<file path="config.mk">
export PLATFORM = sky130hd
export DESIGN_NAME = regread_issue
export DESIGN_NICKNAME = d
export VERILOG_FILES = /design/src/rtl/regread_issue.sv
export SDC_FILE = /design/constraint.sdc
export NUM_CORES = 2
export LEC_CHECK = 0
export BUFFER_PORTS_ARGS = -buffer_cell sky130_fd_sc_hd__buf_4
export CAP_MARGIN = 20
export CORE_MARGIN = 3
export CORE_UTILIZATION = 45
export DETAILED_ROUTE_END_ITERATION = 6
export GPL_TIMING_DRIVEN = 0
export PLACE_DENSITY_LB_ADDON = 0.2
export SLEW_MARGIN = 15
export SYNTH_ARGS = -nofsm -noshare
export SYNTH_HDL_FRONTEND = slang
export SYNTH_SLANG_ARGS = --single-unit
</file>
<file path="constraint.sdc">
create_clock -name clk -period 2.25 [get_ports clk]
set_input_delay 0.1125 -clock clk [delete_from_list [all_inputs] [get_ports clk]]
set_output_delay 0.1125 -clock clk [all_outputs]
set_load 0.05 [all_outputs]
</file>
<file path="src/rtl/regread_issue.sv">
module regread_issue #(
  parameter int NREG     = 16,
  parameter int XLEN     = 64,
  parameter int OPW      = 4,
  parameter int FW       = 8,
  parameter int UGW      = 4,
  parameter int DGW      = 2,
  parameter int IMM1_BIT = 4,
  parameter int IMM2_BIT = 5,
  parameter logic [OPW-1:0] OP_JZ    = 1,
  parameter logic [OPW-1:0] OP_JNZ   = 2,
  parameter logic [OPW-1:0] OP_EMIT  = 3,
  parameter logic [OPW-1:0] OP_STORE = 4,
  localparam int IW = $clog2(NREG)
) (
  input  logic            clk,
  input  logic            rst_n,
  input  logic            in_valid,
  output logic            in_ready,
  input  logic [UGW-1:0]  in_gen,
  input  logic [OPW-1:0]  in_op,
  input  logic [FW-1:0]   in_fld,
  input  logic [XLEN-1:0] in_src1,
  input  logic [XLEN-1:0] in_src2,
  output logic            ex_valid,
  input  logic            ex_ready,
  output logic [DGW-1:0]  ex_gen,
  output logic [OPW-1:0]  ex_op,
  output logic [FW-1:0]   ex_fld,
  output logic [XLEN-1:0] ex_a,
  output logic [XLEN-1:0] ex_b,
  input  logic            wb_pend,
  input  logic            wb_we,
  input  logic [IW-1:0]   wb_idx,
  input  logic [XLEN-1:0] wb_data,
  input  logic            flush
);

  logic [XLEN-1:0] regs [NREG];
  logic [NREG-1:0] busy, busy_nxt;
  logic [UGW-1:0]  gen_up;
  logic [DGW-1:0]  gen_dn;

  logic [IW-1:0] s1_idx, s2_idx, d_idx;
  logic imm1, imm2, claims, gen_ok, hazard, blocked, issue;

  assign s1_idx  = in_src1[IW-1:0];
  assign s2_idx  = in_src2[IW-1:0];
  assign d_idx   = in_fld[IW-1:0];
  assign imm1    = in_fld[IMM1_BIT];
  assign imm2    = in_fld[IMM2_BIT];
  assign claims  = !(in_op == OP_JZ || in_op == OP_JNZ || in_op == OP_EMIT || in_op == OP_STORE);
  assign gen_ok  = (in_gen == gen_up);
  assign blocked = wb_pend | wb_we | flush;
  assign hazard  = (!imm1 && busy[s1_idx]) | (!imm2 && busy[s2_idx]) | (claims && busy[d_idx]);

  assign ex_valid = in_valid & gen_ok & !hazard & !blocked;
  assign in_ready = ex_ready & !blocked & (!gen_ok | !hazard);
  assign issue    = ex_valid & ex_ready;

  assign ex_gen = gen_dn;
  assign ex_op  = in_op;
  assign ex_fld = in_fld;
  assign ex_a   = imm1 ? in_src1 : regs[s1_idx];
  assign ex_b   = imm2 ? in_src2 : regs[s2_idx];

  always_comb begin
    busy_nxt = busy;
    if (wb_we) busy_nxt[wb_idx] = 1'b0;
    if (issue && claims) busy_nxt[d_idx] = 1'b1;
    if (flush) busy_nxt = '0;
  end

  always_ff @(posedge clk or negedge rst_n) begin
    if (!rst_n) begin
      for (int i = 0; i < NREG; i++) regs[i] <= '0;
      busy   <= '0;
      gen_up <= '0;
      gen_dn <= '0;
    end else begin
      if (wb_we) regs[wb_idx] <= wb_data;
      busy <= busy_nxt;
      if (flush) begin
        gen_up <= gen_up + 1'b1;
        gen_dn <= gen_dn + 1'b1;
      end
    end
  end

endmodule

</file>
==> impl_metrics.env <==
export IMPL_dp_cells=5483
export IMPL_dpl_cell_area_mm2=0.0618
export IMPL_clock_skew_ps=21.1
export IMPL_vias=37600
export IMPL_drv_slew=0
export IMPL_htreeDepth=3
export IMPL_drt_met1_wl_mm=80.1
export IMPL_drt_iter0_drc=3530
export IMPL_nets=4361
export IMPL_highest_layer="met5"
export IMPL_wirelength_mm=199
export IMPL_grt_pass1_vias=38700
export IMPL_io_pins=363
export IMPL_outcome="complete, but fails checks"
export IMPL_fmax_mhz=358
export IMPL_reg2reg_slack_ps=30
export IMPL_place_hpwl_mm=133
export IMPL_vias_per_cell=6.40
export IMPL_seqPwrFrac_pct=40.6
export IMPL_cts_sinks=1046
export IMPL_pwr_share_clk_pct=30.8
export IMPL_worst_pin_slew_ps=1260
export IMPL_cp_max_fo=3
export IMPL_syn_avg_cell_area_um2=16.2
export IMPL_clockRootBuffer="clkbuf_16"
export IMPL_p_switching_mw=19.1
export IMPL_whs_ps=79.1
export IMPL_hold_start="in_fld[0]"
export IMPL_dr_wl_met3_mm=15.5
export IMPL_yosysSeqAreaShare_pct=46.5
export IMPL_rows=129
export IMPL_grt_remaining_overflow=0
export IMPL_power_leakage_nw=28.8
export IMPL_fin_util_pct=56.0
export IMPL_dieWidth_um=360
export IMPL_cts_buffers=116
export IMPL_synth_top_area_cell="dfrtp_1"
export IMPL_syn_num_nets=3686
export IMPL_max_slew_margin_pct=16.0
export IMPL_required_ps=2140
export IMPL_crit_start="regs[42]"
export IMPL_post_drt_wl_per_cell_um=33.9
export IMPL_synthFlopType="dfrtp_1"
export IMPL_hold_end="busy[1]"
export IMPL_grt_pass1_wl_mm=282
export IMPL_crit_path_end_kind="primary output"
export IMPL_synthCells=3466
export IMPL_r2r_end="busy[10]"
export IMPL_setup_viol=139
export IMPL_ys_seq_elements=1046
export IMPL_max_cap_violations=0
export IMPL_pre_cts_slack_ps=-1650
export IMPL_drc=0
export IMPL_first_pass_iters=6
export IMPL_clk_pin_slew_ps=60
export IMPL_grt_max_degree=153
export IMPL_cp_start_kind="flip-flop"
export IMPL_pwr_density_cell_mw_per_mm2=931
export IMPL_cp_arrival_ps=2680
export IMPL_final_hold_violation_count=0
export IMPL_switching_share_pct=29.5
export IMPL_rsz0062_at_grt="true"
export IMPL_violations="setup timing"
export IMPL_clk_path_buf_depth=3
export IMPL_synth_edf_count=0
export IMPL_async_flop_share_pct=100
export IMPL_final_setup_worst_slack_ps=-541
export IMPL_ys_types=49
export IMPL_rr_startpoint="busy[8]"
export IMPL_fp_coreArea_mm2=0.124
export IMPL_track_usage_pct=30.4
export IMPL_vdd_drop_max_mv=0.677
export IMPL_p_total_mw=64.7
export IMPL_final_cell_count_no_fill=5879
export IMPL_critical_path_class="flip-flop to primary output"
export IMPL_die_h_um=360
export IMPL_postRouteAntennaNets=0
export IMPL_fin_crit_ps=2790
export IMPL_synth_area_leaders="dfrtp_1, mux4_2, mux2_2"
export IMPL_synth_cell_area_mm2=0.0563
export IMPL_wl_met2_mm=93.9
export IMPL_start_util_pct=45.4
export IMPL_die_area_mm2=0.129
export IMPL_yosys_top_cells_count="mux2_2, dfrtp_1, mux4_2, clkbuf_1, mux2i_1"
export IMPL_finalCritPeriodShare_pct=124
export IMPL_synth_top_area_share_pct=46.5
export IMPL_syn2layout_area_growth_pct=23.4
export IMPL_r2r_cells=10
export IMPL_yosysWarningCount=0
export IMPL_tns_ps=-42510
export IMPL_holdPathStages=5
export IMPL_synth_most_common_cell="mux2_2"
export IMPL_drive_above_1_share_pct=63.4
export IMPL_clk_latency_ps=730
export IMPL_comb_power_share_pct=28.7
export IMPL_port_buffers=351
export IMPL_antenna_found_initial=14
export IMPL_cts_tree="yes"
export IMPL_hp_class="primary input to flip-flop"
export IMPL_routabilityCongestion=0.862
export IMPL_p_int_mw=45.6
export IMPL_fin_area_mm2=0.0695
## critical path, cell delays in order, from the launching register on
cell and delay [ps]:
dfrtp_1 400, mux4_2 460, mux4_2 620, mux2_4 320, buf_6 150
## per-layer routing
layer,track usage [%],vias up
met5,0.980,-
met3,7.03,458
met2,48.1,1628
met1,40.8,20500
met4,12.4,12
li1,-,15000
## placed cells by master, fill, tap and decap left out, types with 32 or more instances in the layout
| cell | synthesis | final |
|---|---|---|
| clkbuf_8 | 0 | 32 |
| mux2_4 | 0 | 42 |
| mux4_2 | 590 | 590 |
| clkbuf_16 | 0 | 119 |
| clkbuf_1 | 245 | 205 |
| buf_6 | 20 | 213 |
| buf_8 | 0 | 32 |
| dfrtp_1 | 1046 | 1044 |
| dlygate4sd3_1 | 0 | 72 |
| mux2i_1 | 92 | 48 |
| clkbuf_2 | 0 | 39 |
| buf_4 | 21 | 299 |
| mux2_2 | 1123 | 1081 |
| nand2_1 | 43 | 42 |
## power by group through the flow
stage / logic, mW / clock network [mW] / registers [mW]
global placement: 16.2 / 0 / 26.2
finish: 18.5 / 19.9 / 26.2
detailed placement: 16.6 / 0 / 26.4
CTS: 18.2 / 20.1 / 26.1
global route: 19.5 / 20.9 / 26.8
floorplan: 12.3 / 0 / 25.5
## final cells by class
class | count | area (um^2)
Fill cell | 9981 | 54500
Multi-Input combinational cell | 2040 | 29400
Sequential cell | 1046 | 26200
Timing Repair Buffer | 558 | 5470
Clock buffer | 164 | 3360
Buffer | 367 | 2320
Tap cell | 1637 | 2050
Clock inverter | 48 | 584
Inverter | 12 | 47.5
Antenna cell | 7 | 17.5
## cell families (layout without fill, tap and decap cells)
logic type,Yosys count,after routing,share of synthesized area (%)
AO/OA/AOI/OAI,91,91,1.35
other,0,7,0
AND/OR/NAND/NOR,134,134,1.20
flip-flops,1046,1046,46.5
adder cells (fa/ha/maj),1,1,0.0222
XOR/XNOR,9,9,0.140
buffers and inverters,380,1149,3.08
multiplexers,1805,1805,47.7
## worst max-delay path by stage
| stage | endpoint | cells after the start |
|---|---|---|
| after floorplan | ex_valid | 10 |
| after global placement | regs[284] | 1 |
| after detailed placement | ex_a[49] | 9 |
| after CTS | ex_b[42] | 4 |
| after global routing | ex_b[42] | 4 |
| final | ex_b[42] | 4 |
## repair_timing
action / in CTS / in global routing
setup endpoints to repair: 139 / 279
gates cloned: 0 / 1
hold buffers: 75 / 0
gates resized for setup: 452 / 105
pin swaps: 20 / 15
setup buffers: 81 / 32
hold endpoints to repair: 867 / 0
## registers in the layout (all words and copies together) (netlist names)
name,count
busy,16
ex_gen,2
gen_up,4
regs,1024
No activity file was read; power rests on OpenSTA's default activity.
